## src/rtl/ctr_steal_pkg.sv

```systemverilog
package ctr_steal_pkg;
  localparam int WORD_W = 15;

  typedef enum logic [1:0] {
    OP_INC = 2'b00,
    OP_DEC = 2'b01,
    OP_SHL = 2'b10
  } op_e;

  typedef enum logic [1:0] {
    ST_IDLE,
    ST_READ,
    ST_MODIFY,
    ST_WRITE
  } steal_st_e;
endpackage

```

## src/rtl/ctr_pending.sv

```systemverilog
module ctr_pending #(
  parameter int N = 20
) (
  input  logic           clk,
  input  logic           rst_n,
  input  logic [N-1:0]   req_valid,
  input  logic [2*N-1:0] req_op,
  input  logic [N-1:0]   req_bit,
  input  logic [N-1:0]   clr_mask,
  output logic [N-1:0]   pend,
  output logic [2*N-1:0] pend_op,
  output logic [N-1:0]   pend_bit
);
  for (genvar g = 0; g < N; g++) begin : g_slot
    logic take;
    assign take = req_valid[g] && (!pend[g] || clr_mask[g]);

    always_ff @(posedge clk or negedge rst_n) begin
      if (!rst_n) begin
        pend[g]          <= 1'b0;
        pend_op[2*g +: 2] <= 2'b00;
        pend_bit[g]      <= 1'b0;
      end else if (take) begin
        pend[g]          <= 1'b1;
        pend_op[2*g +: 2] <= req_op[2*g +: 2];
        pend_bit[g]      <= req_bit[g];
      end else if (clr_mask[g]) begin
        pend[g] <= 1'b0;
      end
    end
  end
endmodule

```

## src/rtl/ctr_lowest_pick.sv

```systemverilog
module ctr_lowest_pick #(
  parameter int N  = 20,
  parameter int IW = 5
) (
  input  logic [N-1:0]  pend,
  output logic          any,
  output logic [IW-1:0] idx
);
  always_comb begin
    idx = '0;
    for (int i = N - 1; i >= 0; i--) begin
      if (pend[i]) idx = IW'(i);
    end
    any = |pend;
  end
endmodule

```

## src/rtl/ctr_ones_alu.sv

```systemverilog
module ctr_ones_alu
  import ctr_steal_pkg::*;
(
  input  logic [WORD_W-1:0] word_in,
  input  op_e               op,
  input  logic              ins_bit,
  output logic [WORD_W-1:0] word_out,
  output logic              ovf
);
  logic [WORD_W-1:0] addend;
  logic [WORD_W:0]   sum;
  logic [WORD_W-1:0] folded;
  logic              wrap;

  always_comb begin
    addend = (op == OP_DEC) ? {{(WORD_W-1){1'b1}}, 1'b0}
                            : {{(WORD_W-1){1'b0}}, 1'b1};
    sum    = {1'b0, word_in} + {1'b0, addend};
    folded = sum[WORD_W-1:0] + {{(WORD_W-1){1'b0}}, sum[WORD_W]};
    wrap   = (word_in[WORD_W-1] == addend[WORD_W-1]) &&
             (folded[WORD_W-1] != word_in[WORD_W-1]);
    if (op == OP_SHL) begin
      word_out = {word_in[WORD_W-2:0], ins_bit};
      ovf      = 1'b0;
    end else begin
      word_out = wrap ? '0 : folded;
      ovf      = wrap;
    end
  end
endmodule

```

## src/rtl/ctr_steal_unit.sv

```systemverilog
module ctr_steal_unit
  import ctr_steal_pkg::*;
#(
  parameter int N  = 20,
  parameter int AW = $clog2(N)
) (
  input  logic              clk,
  input  logic              rst_n,
  input  logic [N-1:0]      req_valid,
  input  logic [2*N-1:0]    req_op,
  input  logic [N-1:0]      req_bit,
  input  logic              boundary,
  output logic              steal_active,
  output logic              mem_rd,
  output logic              mem_wr,
  output logic [AW-1:0]     mem_addr,
  input  logic [WORD_W-1:0] mem_rdata,
  output logic [WORD_W-1:0] mem_wdata,
  output logic [N-1:0]      ovf_irq
);
  steal_st_e         st;
  logic [N-1:0]      pend;
  logic [2*N-1:0]    pend_op;
  logic [N-1:0]      pend_bit;
  logic [N-1:0]      clr_mask;
  logic              any_pend;
  logic [AW-1:0]     pick;
  logic              grant;
  logic [AW-1:0]     idx_q;
  op_e               op_q;
  logic              bit_q;
  logic [WORD_W-1:0] res_q;
  logic              ovf_q;
  logic [WORD_W-1:0] alu_out;
  logic              alu_ovf;

  assign grant    = (st == ST_IDLE) && boundary && any_pend;
  assign clr_mask = grant ? (N'(1) << pick) : '0;

  ctr_pending #(.N(N)) u_pend (
    .clk(clk), .rst_n(rst_n),
    .req_valid(req_valid), .req_op(req_op), .req_bit(req_bit),
    .clr_mask(clr_mask),
    .pend(pend), .pend_op(pend_op), .pend_bit(pend_bit)
  );

  ctr_lowest_pick #(.N(N), .IW(AW)) u_pick (
    .pend(pend), .any(any_pend), .idx(pick)
  );

  ctr_ones_alu u_alu (
    .word_in(mem_rdata), .op(op_q), .ins_bit(bit_q),
    .word_out(alu_out), .ovf(alu_ovf)
  );

  always_ff @(posedge clk or negedge rst_n) begin
    if (!rst_n) begin
      st    <= ST_IDLE;
      idx_q <= '0;
      op_q  <= OP_INC;
      bit_q <= 1'b0;
      res_q <= '0;
      ovf_q <= 1'b0;
    end else begin
      unique case (st)
        ST_IDLE: if (grant) begin
          st    <= ST_READ;
          idx_q <= pick;
          op_q  <= op_e'(pend_op[2*pick +: 2]);
          bit_q <= pend_bit[pick];
        end
        ST_READ:   st <= ST_MODIFY;
        ST_MODIFY: begin
          res_q <= alu_out;
          ovf_q <= alu_ovf;
          st    <= ST_WRITE;
        end
        ST_WRITE:  st <= ST_IDLE;
        default:   st <= ST_IDLE;
      endcase
    end
  end

  assign steal_active = (st != ST_IDLE);
  assign mem_rd       = (st == ST_READ);
  assign mem_wr       = (st == ST_WRITE);
  assign mem_addr     = idx_q;
  assign mem_wdata    = res_q;
  assign ovf_irq      = (mem_wr && ovf_q) ? (N'(1) << idx_q) : '0;
endmodule

```

## config.mk

```make
export PLATFORM = sky130hd
export DESIGN_NAME = ctr_steal_unit
export DESIGN_NICKNAME = d
export VERILOG_FILES = /design/src/rtl/ctr_steal_pkg.sv /design/src/rtl/ctr_pending.sv /design/src/rtl/ctr_lowest_pick.sv /design/src/rtl/ctr_ones_alu.sv /design/src/rtl/ctr_steal_unit.sv
export SDC_FILE = /design/constraint.sdc
export NUM_CORES = 1
export LEC_CHECK = 0
export ABC_AREA = 1
export BUFFER_PORTS_ARGS = -buffer_cell sky130_fd_sc_hd__buf_2
export CORE_UTILIZATION = 51
export CTS_BUF_LIST = sky130_fd_sc_hd__clkbuf_8
export DETAILED_ROUTE_END_ITERATION = 7
export PLACE_DENSITY_LB_ADDON = 0.1
export SYNTH_ARGS = -nofsm -noshare
export SYNTH_HDL_FRONTEND = slang
export SYNTH_SLANG_ARGS = --single-unit
```

## constraint.sdc

```tcl
create_clock -name clk -period 4.2 [get_ports clk]
set_clock_uncertainty 0.2 [all_clocks]
set_input_delay 0.21 -clock clk [delete_from_list [all_inputs] [get_ports clk]]
set_output_delay 0.21 -clock clk [all_outputs]
set_load 0.03 [all_outputs]
```

* Yosys cells after proc, flatten, opt, wreduce, memory -nomap -nowiden *
Index checks and enable logic that the tools add are counted.

operators by class
  equality and inequality tests = 8
  add/sub/neg operators = 2
  shifts and indexed selects = 3
  $lt $le $gt $ge = 1
  multiplexer cells = 70
  reductions and logical operators = 88

operators by type and width
  kind                    count
  $mux W5                 20
  $mux W15                3
  $mux W1                 42
  $reduce_bool A2 Y1      21
  $mux W20                2
  $shiftx A40 B7 Y2       1
  $shl A1 B5 Y20 const A  2
  $logic_and A1 B1 Y1     24
  $logic_not A1 Y1        20
  $logic_or A1 B1 Y1      20
  $reduce_or A20 Y1       1
  $add A15 B15 Y16        1
  $add A15 B1 Y15         1
  $pmux W2 S4             1
  $eq A2 B2 Y1 const B    3
  $lt A5 B6 Y1 const B    1
  $bmux W1 S5             1
  $eq A2 B1 Y1 const B    2
  $logic_not A2 Y1        1
  $mux W2                 1
  $ne A2 B2 Y1 const B    1
  $reduce_and A2 Y1       1
  $eq A1 B1 Y1            1
  $ne A1 B1 Y1            1

storage, ports and cells
  output and inout port bits = 43
  input port bits = 98
  word-level logic and storage cells = 238
  register bits after elaboration = 106

* Longest topological paths before layout *
  word-level depth = 25
  gate-level depth with buffers = 34
  mapped depth without buffers = 34

* By module *
From an unflattened synthesis, not the netlist that was laid out.

unflattened totals
  cells, all modules = 1072
  area, all modules = 7623.6 um2

modules (own cells, without submodules)
  module           instances  cells an instance  area an instance (um2)  seq. area each (um2)
  ctr_pending      1          340                3353.2                  2001.9
  ctr_steal_unit   1          306                2095.8                  650.6
  ctr_ones_alu     1          362                1895.6                  0.0
  ctr_lowest_pick  1          64                 279.0                   0.0

* Least setup slack after synthesis *
OpenSTA, ideal clock, no wires.

  path type = reg2reg
  start = register op_q[1]
  end = register res_q[12], in the netlist mem_wdata[12]
  path slack = 0.033 ns
  path buffers = 0
  library setup time = 0.118 ns
  required time = 3.882 ns
  cell stages (with the launch flop) = 29
  data arrival time = 3.849 ns
  clock period less this slack = 4.167 ns
  path through = dfrtp_1 > nor2_1 > ha_1 > inv_2 > nor3_2 > nand2_1 > nand2_1 > nand2_2 > nand2_2 > a21oi_2 > o21ai_2 > nand2_1 > nand2_1 > a21oi_1 > o21bai_1 > ha_1 > ha_1 > inv_1 > nor3_1 > inv_1 > nor2_1 > inv_1 > nor2_2 > nand2_1 > nor3_2 > nand3_1 > o221a_1 > a21oi_1 > nor2_1

on the way
  longest elaborated chain between the ends = 8
  elaborated cells between the ends (all ways) = 10
  classes of those cells = 2 x add/sub; 4 x eq/ne; 3 x mux; 1 x reduce/logical

ends and longest elaborated chain
  element                 RTL line              RTL
  from (decl)             ctr_steal_unit.sv:30  op_e op_q;
  from (signal assigned)  ctr_steal_unit.sv:69  op_q <= op_e'(pend_op[2*pick +: 2]);
  $eq A2 B1 Y1            ctr_ones_alu.sv:16    addend = (op == OP_DEC) ? {{(WORD_W-1){1'b1}}, 1'b0}
  $mux W15                ctr_ones_alu.sv:16
  $add A15 B15 Y16        ctr_ones_alu.sv:18    sum = {1'b0, word_in} + {1'b0, addend};
  $add A15 B1 Y15         ctr_ones_alu.sv:19    folded = sum[WORD_W-1:0] + {{(WORD_W-1){1'b0}}, sum[WORD_W]};
  $ne A1 B1 Y1            ctr_ones_alu.sv:21    (folded[WORD_W-1] != word_in[WORD_W-1]);
  $logic_and A1 B1 Y1     ctr_ones_alu.sv:20    wrap = (word_in[WORD_W-1] == addend[WORD_W-1]) &&
  $mux W15                ctr_ones_alu.sv:26    word_out = wrap ? '0 : folded;
  $mux W15 (*)            ctr_ones_alu.sv:22    if (op == OP_SHL) begin
  to (signal assigned)    ctr_steal_unit.sv:74  res_q <= alu_out;
  to (decl)               ctr_steal_unit.sv:32  logic [WORD_W-1:0] res_q;

Mark *: on every way between the ends. The rest lies on a longest branch, timed or not.
A chain may end at the register's enable or synchronous reset.

* Final worst setup path *
  start = register op_q[0]
  end = register res_q[10], in the netlist mem_wdata[10]

Same word-level chain as after synthesis.

==> run metrics <==
status complete, no violations; Hold Vio Cnt, Final 0; placed cell areas 7403 um2; CORE AREA approximately 12000 um2; Initial Util 53.11%; Skew-Pair Late Insertion Delay roughly 400 ps; # rows 40; Peak VDD IR 0.3577 mV; max_cap viols 0; Leak Pwr 0.004575 uW; crit share post-route approximately 97%; Final Critical Period 4068 ps; pre-CTS setup slack -230.5 ps; CP Max Fanout 6; most frequent cell after synthesis nand2_1; arrival time worst endpoint 4160 ps; Worst EP required 4290 ps; clk slew on worst S/H paths 100 ps; Vias/cell 5.163; TritonCTS clock tree yes; Pins Over Slew Limit 0; share of layout cells above drive strength 1 between 20% and 30%; area grow syn2layout 45.97%; Synth Flop Type dfrtp_1; critical path launch point type flop; Synth Net Count between 900 and 1000; die width 114.8 um; Final Net Count 1292; routed wire length 20.16 mm; cell mode on critical path nand2_2; gr ovfl total 0; relative slew slack 35.87%; Worst Path Buf+Inv 5; Post-Synthesis Cells 856; drt wl/cell 14.99 um; Hold WS 184.2 ps; Design Power 5697 uW; Root Driver clkbuf_8; top cells by count, synth nand2_1 (244), dfrtp_1 (106), nor2_1 (95); initial antenna violation count 1; Fmax achieved 245.8 MHz; GRT Total Usage 31.43%; die area 13170 um2; Post-synth EDFFs 0; RSZ-0062 raised after global routing true; top-area cell type share of the netlist area 40.90%; largest cells by area after synthesis dfrtp_1 (41%), nand2_1 (14%), nand3_1 (6.6%); RePlAce Congestion 0.8697; largest net degree at the start of global routing between 70 and 80; clock buffer depth 2; crit-path leading delay family simple AND/OR/NAND/NOR gates; worst slew pin tran 962.0 ps; Initial DRC Count 453; vias in the first global route between 6000 and 7000; Hold Crit Class in -> reg; Synth cell types 44; Pre-Repair DR Iteration Count 4; synth warn 0; Seq/Total Area, Yosys about two fifths; final antenna-violating net count 0; routed via count 6944; DRC viols 0; CTS H-tree depth 3; clock sinks roughly 110; IO buf count between 100 and 150; final critical-path setup slack 132.1 ps; endpoints failing setup 0; asr flop ratio synth 100.0%; first-pass GRT wire length 31.99 mm; Top Ports around 140; slowest stage delay, CP 390 ps; power per standard cell area ~600 nW/um2; DP HPWL 12.62 mm; Post-Route Utilization 77.53%; synthesized area per cell 7.577 um2; final instance area 9468 um2; Setup CP Type reg -> reg; synthesized cell area 6486 um2; Yosys reg bits 106; Crit-path slowest cell dfrtp_1; Num CTS Buffers 9; Worst setup EP type flop; dominant cell type by area after synthesis dfrtp_1; height of the die 114.8 um
-- area by class of cell --
class / count / area (um2)
tap: 168 / 210.2
clock buffer: 9 / 123.9
clock inverter: 7 / 87.58
inverter: 91 / 341.6
multi-input combinational: 643 / 3592
timing repair buffer: 320 / 2457
antenna: 1 / 2.502
sequential: 106 / 2653
fill: 883 / 2744
-- what timing repair did --
| action | in CTS | in global routing |
|---|---|---|
| pin swaps | 0 | 23 |
| endpoints found under the hold margin | 168 | 0 |
| endpoints found under the setup margin | 16 | 41 |
| hold buffers | 156 | 0 |
| setup buffers | 0 | 13 |
| gates resized for setup | 2 | 38 |
| gates cloned | 0 | 0 |
-- cell families (layout without fill, tap and decap cells) --
kind of cell               Yosys count  after routing  synth area share [%]
muxes                               21             21                 3.646
DFF                                106            106                 40.90
AOI/OAI and AO/OA                  104            104                 10.17
other                                0              1                     0
adders and majority gates           23             23                 4.552
xor gates and xnor gates            12             12                 1.736
buffers and inverters              107            427                 6.520
and+or+nand+nor                    483            483                 32.48
-- metrics by stage --
step           instances  TNS (ps)
2_1_floorplan        856         0
5_1_grt             1345     -2107
3_5_place_dp        1159     -3456
6_report            1345         0
4_1_cts             1331         0
3_3_place_gp        1159     -2239
-- routing by layer --
layer | global-route usage, % | wire length (um) | vias up
met1 | 41.37 | 8835 | 3194
met3 | 6.589 | 1347 | 50
met4 | 12.21 | 557 | 0
li1 | - | - | 3422
met2 | 51.19 | 9422 | 278
met5 | 0 | 0 | -
-- final timing paths --
check / startpoint / endpoint / slack [ps] / depth (start not counted)
min in group asynchronous: rst_n / u_pend.pend_op[16] / 280 / 2
worst min register to register: u_pend.pend_op[26] / u_pend.pend_op[26] / 290 / 2
worst max-delay path: op_q[0] / mem_wdata[10] / 130 / 31
max in group asynchronous: rst_n / st[0] / 2460 / 3
worst max register to register: op_q[0] / mem_wdata[10] / 130 / 31
worst min-delay path: mem_rdata[14] / ovf_q / 180 / 6
-- power breakdown --
group	internal, uW	switching [uW]
registers	1380	244
clock network	331	362
logic	1310	2070
-- placed cells by master (no fill, tap or decap), types with 6 or more instances in the layout --
cell	n
inv_2	7
o21ai_0	19
dfrtp_1	106
nor2_1	88
nand3_1	84
inv_1	86
mux2_2	15
a21oi_1	41
nand2_1	235
o21ai_4	6
mux2_1	6
clkbuf_8	9
nor2_2	16
buf_2	139
xor2_1	8
o21ai_1	8
buf_4	24
nand2_2	15
ha_1	18
nand4_1	22
dlygate4sd3_1	156
a21oi_2	13
-- registers in the layout, summed over array words and instances (netlist names) --
name,cells
u_pend.pend,20
u_pend.pend_op,40
ovf_q,1
mem_wdata,15
op_q,2
st,2
mem_addr,5
u_pend.pend_bit,20
bit_q,1
-- worst min-delay path, cell delays in order --
cell     delay, ps
buf_2          120
inv_1           60
nand2_2         60
nand3_4         60
buf_12         160
o21ai_1         70
Note: power is estimated with default switching activity, not from simulation.
